<file path="config.mk">
export PLATFORM = sky130hd
export DESIGN_NAME = rxchk_stat
export DESIGN_NICKNAME = d
export VERILOG_FILES = /design/src/rtl/rxchk_pkg.sv /design/src/rtl/rxchk_stat.sv
export SDC_FILE = /design/constraint.sdc
export NUM_CORES = 1
export LEC_CHECK = 0
export BUFFER_PORTS_ARGS = -buffer_cell sky130_fd_sc_hd__buf_4
export CORE_ASPECT_RATIO = 0.75
export CORE_MARGIN = 2
export CORE_UTILIZATION = 38
export CTS_CLUSTER_DIAMETER = 150
export DETAILED_ROUTE_END_ITERATION = 16
export PLACE_DENSITY_LB_ADDON = 0.1
export SETUP_SLACK_MARGIN = 0.4
export SLEW_MARGIN = 15
export SYNTH_ARGS = -nofsm -noshare
export SYNTH_HDL_FRONTEND = slang
export SYNTH_SLANG_ARGS = --single-unit
</file>
<file path="constraint.sdc">
create_clock -name clk -period 0.95 [get_ports clk]
set_clock_uncertainty 0.15 [all_clocks]
set_input_delay 0.285 -clock clk [delete_from_list [all_inputs] [get_ports clk]]
set_output_delay 0.285 -clock clk [all_outputs]
set_load 0.02 [all_outputs]
</file>
<file path="src/rtl/rxchk_pkg.sv">
package rxchk_pkg;
  localparam int OCT_W = 8;
  localparam int CRC_W = 32;
  localparam logic [CRC_W-1:0] CRC_POLY_REV = 32'hEDB88320;
  localparam logic [CRC_W-1:0] CRC_SEED     = 32'hFFFFFFFF;
  localparam logic [CRC_W-1:0] CRC_RESIDUE  = 32'hDEBB20E3;

  typedef struct packed {
    logic ovr;
    logic nonoct;
    logic crc;
    logic long_f;
    logic trunc;
  } rx_flags_t;

  function automatic logic [CRC_W-1:0] crc_octet(input logic [CRC_W-1:0] c_in,
                                                 input logic [OCT_W-1:0] d);
    logic [CRC_W-1:0] c;
    c = c_in ^ {{(CRC_W-OCT_W){1'b0}}, d};
    for (int b = 0; b < OCT_W; b++) begin
      c = c[0] ? ((c >> 1) ^ CRC_POLY_REV) : (c >> 1);
    end
    return c;
  endfunction
endpackage

</file>
<file path="src/rtl/rxchk_stat.sv">
module rxchk_stat
  import rxchk_pkg::*;
#(
  parameter int LEN_W  = 11,
  parameter int DRIB_W = 3
) (
  input  logic              clk,
  input  logic              rst_n,
  input  logic              beat_i,
  input  logic              sof_i,
  input  logic              eof_i,
  input  logic              full_i,
  input  logic [DRIB_W-1:0] dribble_i,
  input  logic              crc_good_i,
  input  logic              long_i,
  input  logic              trunc_i,
  input  logic [LEN_W-1:0]  count_i,
  output logic              stat_valid_o,
  output rx_flags_t         flags_o,
  output logic [LEN_W-1:0]  count_o
);
  logic      ovr_q, ovr_d;
  logic      pend_q, pend_d;
  logic      sv_d;
  logic      close;
  rx_flags_t flags_d;

  always_comb begin
    close = beat_i && eof_i;
    ovr_d = (sof_i ? 1'b0 : ovr_q) | full_i;
    flags_d.ovr    = ovr_d;
    flags_d.nonoct = !crc_good_i && (dribble_i != '0);
    flags_d.crc    = !crc_good_i && (dribble_i == '0);
    flags_d.long_f = long_i;
    flags_d.trunc  = trunc_i;
    if (close) begin
      sv_d   = !full_i;
      pend_d = full_i;
    end else begin
      sv_d   = pend_q && !full_i;
      pend_d = pend_q && full_i;
    end
  end

  always_ff @(posedge clk or negedge rst_n) begin
    if (!rst_n) begin
      ovr_q        <= 1'b0;
      pend_q       <= 1'b0;
      stat_valid_o <= 1'b0;
    end else begin
      if (beat_i) ovr_q <= ovr_d;
      pend_q       <= pend_d;
      stat_valid_o <= sv_d;
    end
  end

  always_ff @(posedge clk or negedge rst_n) begin
    if (!rst_n) begin
      flags_o <= '0;
      count_o <= '0;
    end else if (close) begin
      flags_o <= flags_d;
      count_o <= count_i;
    end
  end
endmodule

</file>
After elaboration in Yosys (flattened, before gate mapping)
Cells that the tools add are included.

cells by class
  $add $sub $neg = 0
  multiply operators = 0
  divide/modulo/power cells = 0
  $lt $le $gt $ge = 0
  equal/unequal tests = 0
  shift operators = 0
  muxes and demuxes = 3
  bitwise operators = 1
  reductions and logical operators = 9

operators with widths
  kind                number
  1-bit logical AND   5
  3-bit logical NOT   1
  1-bit 2-to-1 mux    3
  3-bit nonzero test  1
  1-bit logical NOT   2
  1-bit bitwise OR    1

storage, ports and cells
  register bits after elaboration = 19
  latch bits = 0
  memory bits (writable) = 0
  memory bits (read-only) = 0
  logic and storage cells = 22
  memories = 0

Logic depth before layout (Yosys ltp)
Gate-level depths: netlist of run 1.

  depth after elaboration = 3
  gate-level depth with buffers = 3

Least setup slack after synthesis of run 1
OpenSTA, ideal clock, no wires.

  path kind = input -> register
  start = input port beat_i
  end = register count_o[0]
  library setup time = 125 ps
  data arrival time = 818 ps
  required time = 675 ps
  slack = -144 ps
  stages on the path = 3
  path buffers = 1
  path through = nand2_4 -> buf_6 -> mux2_4

between the ends
  longest elaborated chain between the ends = 1

ends and longest elaborated chain
  element                 line              source
  start: declaration      rxchk_stat.sv:9   input logic beat_i,
  1-bit logical AND       rxchk_stat.sv:29  close = beat_i && eof_i;
  end signal: assignment  rxchk_stat.sv:63  count_o <= count_i;
  end: declaration        rxchk_stat.sv:20  output logic [LEN_W-1:0] count_o

Every way passes these cells.
A chain may end at the register's enable or synchronous reset.

Worst setup path after layout of run 1
  start = register flags_o[2] (netlist name)
  end = output port flags_o[2] (netlist name)

RTL lines
  element                   line              source
  start: declaration        rxchk_stat.sv:19  output rx_flags_t flags_o,
  start signal: assignment  rxchk_stat.sv:62  flags_o <= flags_d;

No word-level cell between the ends.

==> results.json, run 1 <==
{
  "multi_input_area_um2": 331.6,
  "async_flop_share_pct": 100.0,
  "area_growth_pct": 82.70,
  "finalCritPeriodShare_pct": 137.4,
  "synth-simple-area-share_pct": 6.590,
  "grt_pass1_vias": 621,
  "fin_nets": 131,
  "hold_class": "in -> async",
  "max-cap-violations": 0,
  "irDropWorstVdd_uv": 1184,
  "synth_edf_count": 0,
  "end_kind": "output port",
  "synth_most_common_cell": "dfrtp_1",
  "synth_top_family_by_area": "multiplexers",
  "path_class": "reg -> out",
  "critPathMaxStageDelay_ps": 430,
  "maxSlewHeadroom_pct": 83.70,
  "crit_chain": "buf_6",
  "synth_top_cell_by_area": "dfrtp_1",
  "ff_latch_area_um2": 479.2,
  "cts_root_buf": "clkbuf_4",
  "synth_fa_ha_area_share_pct": 0,
  "ant_nets": 0,
  "synth_nets": 70,
  "worstSetupStartpointType": "flop",
  "grt_start_max_net_pins": 20,
  "place.gp.congestion": 0.6784,
  "netlist_area_um2": 759.5,
  "vias": 593,
  "grt_pass1_wl_um": 2918,
  "synth-xor-area-share_pct": 0,
  "yosys.area.top_type_share_pct": 62.60,
  "finalHoldViolCount": 19,
  "cp_data_arrival_time_ps": 870,
  "io_pins": 40,
  "numCtsBuffers": 3,
  "grt_use_total_pct": 16.53,
  "vias_per_cell": 4.597,
  "antenna_cells_inserted": 0,
  "fin_setup_tns_ps": -6913,
  "maxSlewViolCount": 0,
  "synth_area_per_cell_um2": 16.16,
  "netlist-cell-type-count": 16,
  "die_height_um": 42.72,
  "initial_utilization_pct": 42.07,
  "worst_path_max_delay_cell": "dfrtp_2",
  "drt_wl_total_um": 1870,
  "grt-ovfl-total": 0,
  "cts.path.max_buffers": 2,
  "antenna_found_initial": 0,
  "netlist_top_cells_area": "dfrtp_1, mux2_4, mux2_2",
  "crit_required_ps": 510,
  "routedWlPerCell_um": 14.50,
  "synthMuxAreaShare_pct": 22.73,
  "cp_top_family": "flip-flops",
  "cts_tree": "done",
  "h-tree-depth": 1,
  "syn_inst": 47,
  "max_freq_ghz": 0.7660,
  "synth-seq-area-share_pct": 62.60,
  "fin_crit_ps": 1305,
  "ys_seq_elements": 19,
  "num-fill-cells": 127,
  "clk-insertion-delay-late_ps": 310,
  "cts.clk_slew.worst_paths_ps": 120,
  "drive_above_1_share_pct": 78.50,
  "finalInstanceArea_mm2": 0.001388,
  "rows": 13,
  "critPathMaxFanout": 2,
  "status": "finished with violations",
  "power_density_mw_per_mm2": 1615,
  "dieWidth_um": 55.62,
  "drtPass1Iterations": 4,
  "core_area_mm2": 0.001805,
  "p_leak_nw": 0.7010,
  "setup_viol": 28,
  "cp.buffers_inverters": 1,
  "final.setup.worst_slack_ps": -355.5,
  "worst_slew_pin_slew_ps": 244.5,
  "ys.flop_type": "dfrtp_1",
  "drcViolationCount": 0,
  "portBuffers": 39,
  "rsz0062_at_grt": "yes",
  "synthTopCellsByCount": "dfrtp_1, mux2_4, mux2_2",
  "cts_num_sinks": 19,
  "placed_area_mm2": 0.001115,
  "drt_iter0_drc": 2,
  "violations": "hold timing, setup timing",
  "whs_ps": -329.4,
  "synth_compound_area_share_pct": 6.590,
  "dieArea_mm2": 0.002376,
  "ys_warn_count": 0,
  "dpl.hpwl_um": 1186
}
-- path summary, 6_finish.rpt --
path	cells after the start	slack, ps	end	start
setup / recovery	1	-360	flags_o[2]	flags_o[2]
min in group clk	2	40	count_o[1]	count_i[1]
max in group asynchronous	1	750	flags_o[4]	rst_n
hold reg to reg	2	360	stat_valid_o	pend_q
setup reg to reg	3	-180	count_o[1]	count_o[1]
hold / removal	1	-330	count_o[4]	rst_n
-- metal layers --
| layer | part of all wire, % | GRT usage [%] | vias to the layer above |
|---|---|---|---|
| li1 | - | - | 286 |
| met1 | 47 | 21.72 | 281 |
| met2 | 46 | 24.29 | 24 |
| met3 | 5.9 | 7.317 | 2 |
| met4 | 0.75 | 5.854 | 0 |
| met5 | 0 | 0 | - |
-- report_power, final --
part / switching [W] / internal, W / leakage [nW]
logic: 0.000298 / 0.000520 / 0.460
registers: 0.0000798 / 0.000916 / 0.223
clock network: 0.000269 / 0.000157 / 0.0177
total: 0.000647 / 0.00159 / 0.701
-- layout by cell type, fill, tap and decap left out --
cell type / netlist / layout
buf_4: 0 / 32
buf_6: 1 / 25
dfrtp_1: 19 / 16
mux2_4: 7 / 12
clkbuf_4: 0 / 3
dfrtp_2: 0 / 3
o2bb2ai_2: 0 / 2
a21oi_2: 0 / 1
nor2_1: 1 / 1
nor2b_1: 2 / 1
nand2_8: 0 / 1
nand2_1: 1 / 1
a22o_4: 0 / 1
nor2b_4: 0 / 1
a21o_2: 1 / 1
o31a_1: 1 / 1
nor3_1: 1 / 1
nand3b_1: 1 / 1
or3_1: 1 / 1
mux2_2: 6 / 1
clkinv_2: 0 / 1
-- area by class of cell --
cell class / count / area share [%]
repair buffers: 57 / 37.60
multi-input cells: 27 / 23.90
clock buffers: 3 / 1.623
clock inverters: 1 / 0.3607
well taps: 22 / 1.984
flip-flops and latches: 19 / 34.54
-- kinds of logic (layout without fill, tap and decap cells) --
logic type             after synthesis  after routing
AND/OR/NAND/NOR                      8              8
buffers and inverters                1             61
AO/OA/AOI/OAI                        6              6
flip-flops                          19             19
multiplexers                        13             13
-- metrics by stage --
stage               util, %  cells  setup slack, ps  power, W
floorplan                 -     47           -107.4  0.001267
global placement      61.75    111           -235.4  0.001547
finish                76.85    129           -355.5  0.002241
detailed placement    61.75    111           -253.9  0.001557
CTS                   71.31    121           -375.2  0.002167
global route          76.85    129           -397.7  0.002354
-- timing repair --
| item | 4_1_cts | 5_1_grt |
|---|---|---|
| pin swaps | 1 | 1 |
| endpoints found under the setup margin | 36 | 36 |
| resized for setup | 26 | 9 |
| setup buffers | 6 | 8 |
| hold endpoints to repair | 19 | 19 |
-- registers in the layout (all words and copies together) (netlist names) --
name          flops
ovr_q             1
count_o          11
stat_valid_o      1
flags_o           5
pend_q            1
Note: power is estimated with default switching activity, not from simulation.
==> run 2: changes to the inputs <==
CORE_MARGIN = not set   (was 2)
==> run 2 against run 1 <==
Against the previous run: the run still ends with hold timing, setup timing left; fmax down 0.47%; core utilization down 0.55 points; first-iteration DRC count rose to 3.0 times the previous value; die area down 8.1%; largest cell class unchanged; largest power group unchanged.
==> results.json, run 2 (same netlist as run 1, synthesis figures left out) <==
{
  "path_class": "reg -> out",
  "grt_use_total_pct": 17.27,
  "worstSetupStartpointType": "flop",
  "p_clk_share_pct": 18.5,
  "critPathMaxFanout": 2,
  "dp_cells": 111,
  "max_freq_ghz": 0.7624,
  "p_int_w": 0.001599,
  "clk-insertion-delay-late_ps": 300,
  "area_growth_pct": 81.38,
  "drcViolationCount": 0,
  "whs_ps": -320.0,
  "die_height_um": 40.72,
  "rsz0062_at_grt": "yes",
  "worst_path_max_delay_cell": "dfrtp_1",
  "crit_required_ps": 510,
  "h-tree-depth": 1,
  "setup_viol": 28,
  "grt_pass1_wl_um": 2421,
  "ff_latch_area_um2": 479.2,
  "drtPass1Iterations": 3,
  "drt_wl_total_um": 1886,
  "antenna_cells_inserted": 0,
  "multi_input_area_um2": 321.6,
  "switchingPower_w": 0.0006401,
  "grt_start_max_net_pins": 20,
  "final_common_cell": "buf_4",
  "portBuffers": 39,
  "largest_reg_flops": 11,
  "grt-ovfl-total": 0,
  "cts.path.max_buffers": 2,
  "drive_above_1_share_pct": 76.42,
  "hold_class": "in -> async",
  "power_density_mw_per_mm2": 1625,
  "drt_iter0_drc": 6,
  "ant_nets": 0,
  "initial_utilization_pct": 42.07,
  "power_frac_comb_pct": 36.7,
  "regMostFlops": "count_o",
  "routedWlPerCell_um": 14.73,
  "max-cap-violations": 0,
  "p_leak_nw": 0.6964,
  "end_kind": "output port",
  "finalCritPeriodShare_pct": 138.1,
  "core_area_mm2": 0.001805,
  "grt_pass1_vias": 529,
  "maxSlewViolCount": 0,
  "vias_per_cell": 4.672,
  "finalHoldViolCount": 19,
  "cp_data_arrival_time_ps": 880,
  "dpl.hpwl_um": 1146,
  "worst_slew_pin_slew_ps": 260.7,
  "cts_tree": "done",
  "io_pins": 40,
  "fin_setup_tns_ps": -6829,
  "cp.buffers_inverters": 1,
  "cts_root_buf": "clkbuf_4",
  "reg_top3": "count_o x11, flags_o x5",
  "status": "finished with violations",
  "num-fill-cells": 106,
  "final_cell_mix": "buf_4, buf_6, dfrtp_1, mux2_4",
  "antenna_found_initial": 0,
  "place.gp.congestion": 0.6452,
  "fin_nets": 130,
  "final.setup.worst_slack_ps": -361.6,
  "maxSlewHeadroom_pct": 82.48,
  "cp_top_family": "flip-flops",
  "rows": 13,
  "fin_crit_ps": 1312,
  "violations": "hold timing, setup timing",
  "vias": 598,
  "cp-startpoint": "count_o[6]",
  "swShare_pct": 28.59,
  "cts_num_sinks": 19,
  "cts.clk_slew.worst_paths_ps": 110,
  "critPathMaxStageDelay_ps": 430,
  "final_core_util_pct": 76.30,
  "numCtsBuffers": 3,
  "instances_no_fill": 128,
  "dieArea_mm2": 0.002183,
  "crit_chain": "buf_6",
  "irDropWorstVdd_uv": 1280,
  "r2r_start": "count_o[6]",
  "seq_power_share_pct": 44.8,
  "dieWidth_um": 53.62
}
-- run 2: cell types whose count changed in the layout (fill, tap and decap cells not counted) --
cell / previous run / this run
nor2b_1: 1 / 2
mux2_4: 12 / 13
nor2b_4: 1 / 0
o2bb2ai_1: 0 / 1
buf_6: 25 / 27
mux2_2: 1 / 0
buf_4: 32 / 29
o2bb2ai_2: 2 / 1
-- run 2: per-stage QoR --
stage                     area, µm²  total power [W]  hold WS, ps  setup slack (ps)
final                          1378         0.002239       -320.0            -361.6
after global routing           1378         0.002350       -322.0            -394.6
after detailed placement       1115         0.001554        20.31            -245.9
after floorplan               779.5         0.001267       -160.6            -107.4
after global placement         1115         0.001547        21.12            -237.1
after CTS                      1276         0.002129       -317.6            -367.2
-- run 2: path summary, 6_finish.rpt --
path | cells after the start | slack [ps] | endpoint
max | 1 | -360 | count_o[6]
min | 1 | -320 | count_o[4]
max reg2reg | 3 | -200 | count_o[6]
min reg2reg | 2 | 360 | stat_valid_o
max in group asynchronous | 1 | 750 | flags_o[3]
min in group clk | 2 | 60 | count_o[4]
-- run 2: timing repair --
| item | CTS | global route |
|---|---|---|
| endpoints found under the setup margin | 36 | 36 |
| cloned | 0 | 0 |
| pin swaps | 0 | 0 |
| hold endpoints to repair | 19 | 19 |
| gates resized for setup | 23 | 12 |
| setup buffers | 6 | 7 |
-- run 2: power by group through the flow --
stage                     Combinational (W)  Sequential [W]  Clock, W
after global routing               0.000868         0.00102  0.000467
after CTS                          0.000706        0.000993  0.000430
after global placement             0.000560        0.000987         0
after detailed placement           0.000566        0.000988         0
after floorplan                    0.000161         0.00111         0
final                              0.000821         0.00100  0.000415
-- run 2: cell type report --
cell class,count,share of cell area [%]
flip-flops and latches,19,34.79
clock inverters,1,0.3633
well taps,22,1.998
repair buffers,56,37.87
multi-input cells,27,23.34
clock buffers,3,1.635
-- run 2: routing by layer --
layer / part of all wire, % / track usage [%] / vias to the layer above
met2: 50 / 27.81 / 19
met5: 0 / 0 / -
met4: 0.90 / 7.895 / 0
met1: 44 / 20.78 / 289
li1: - / - / 286
met3: 5.2 / 6.667 / 4
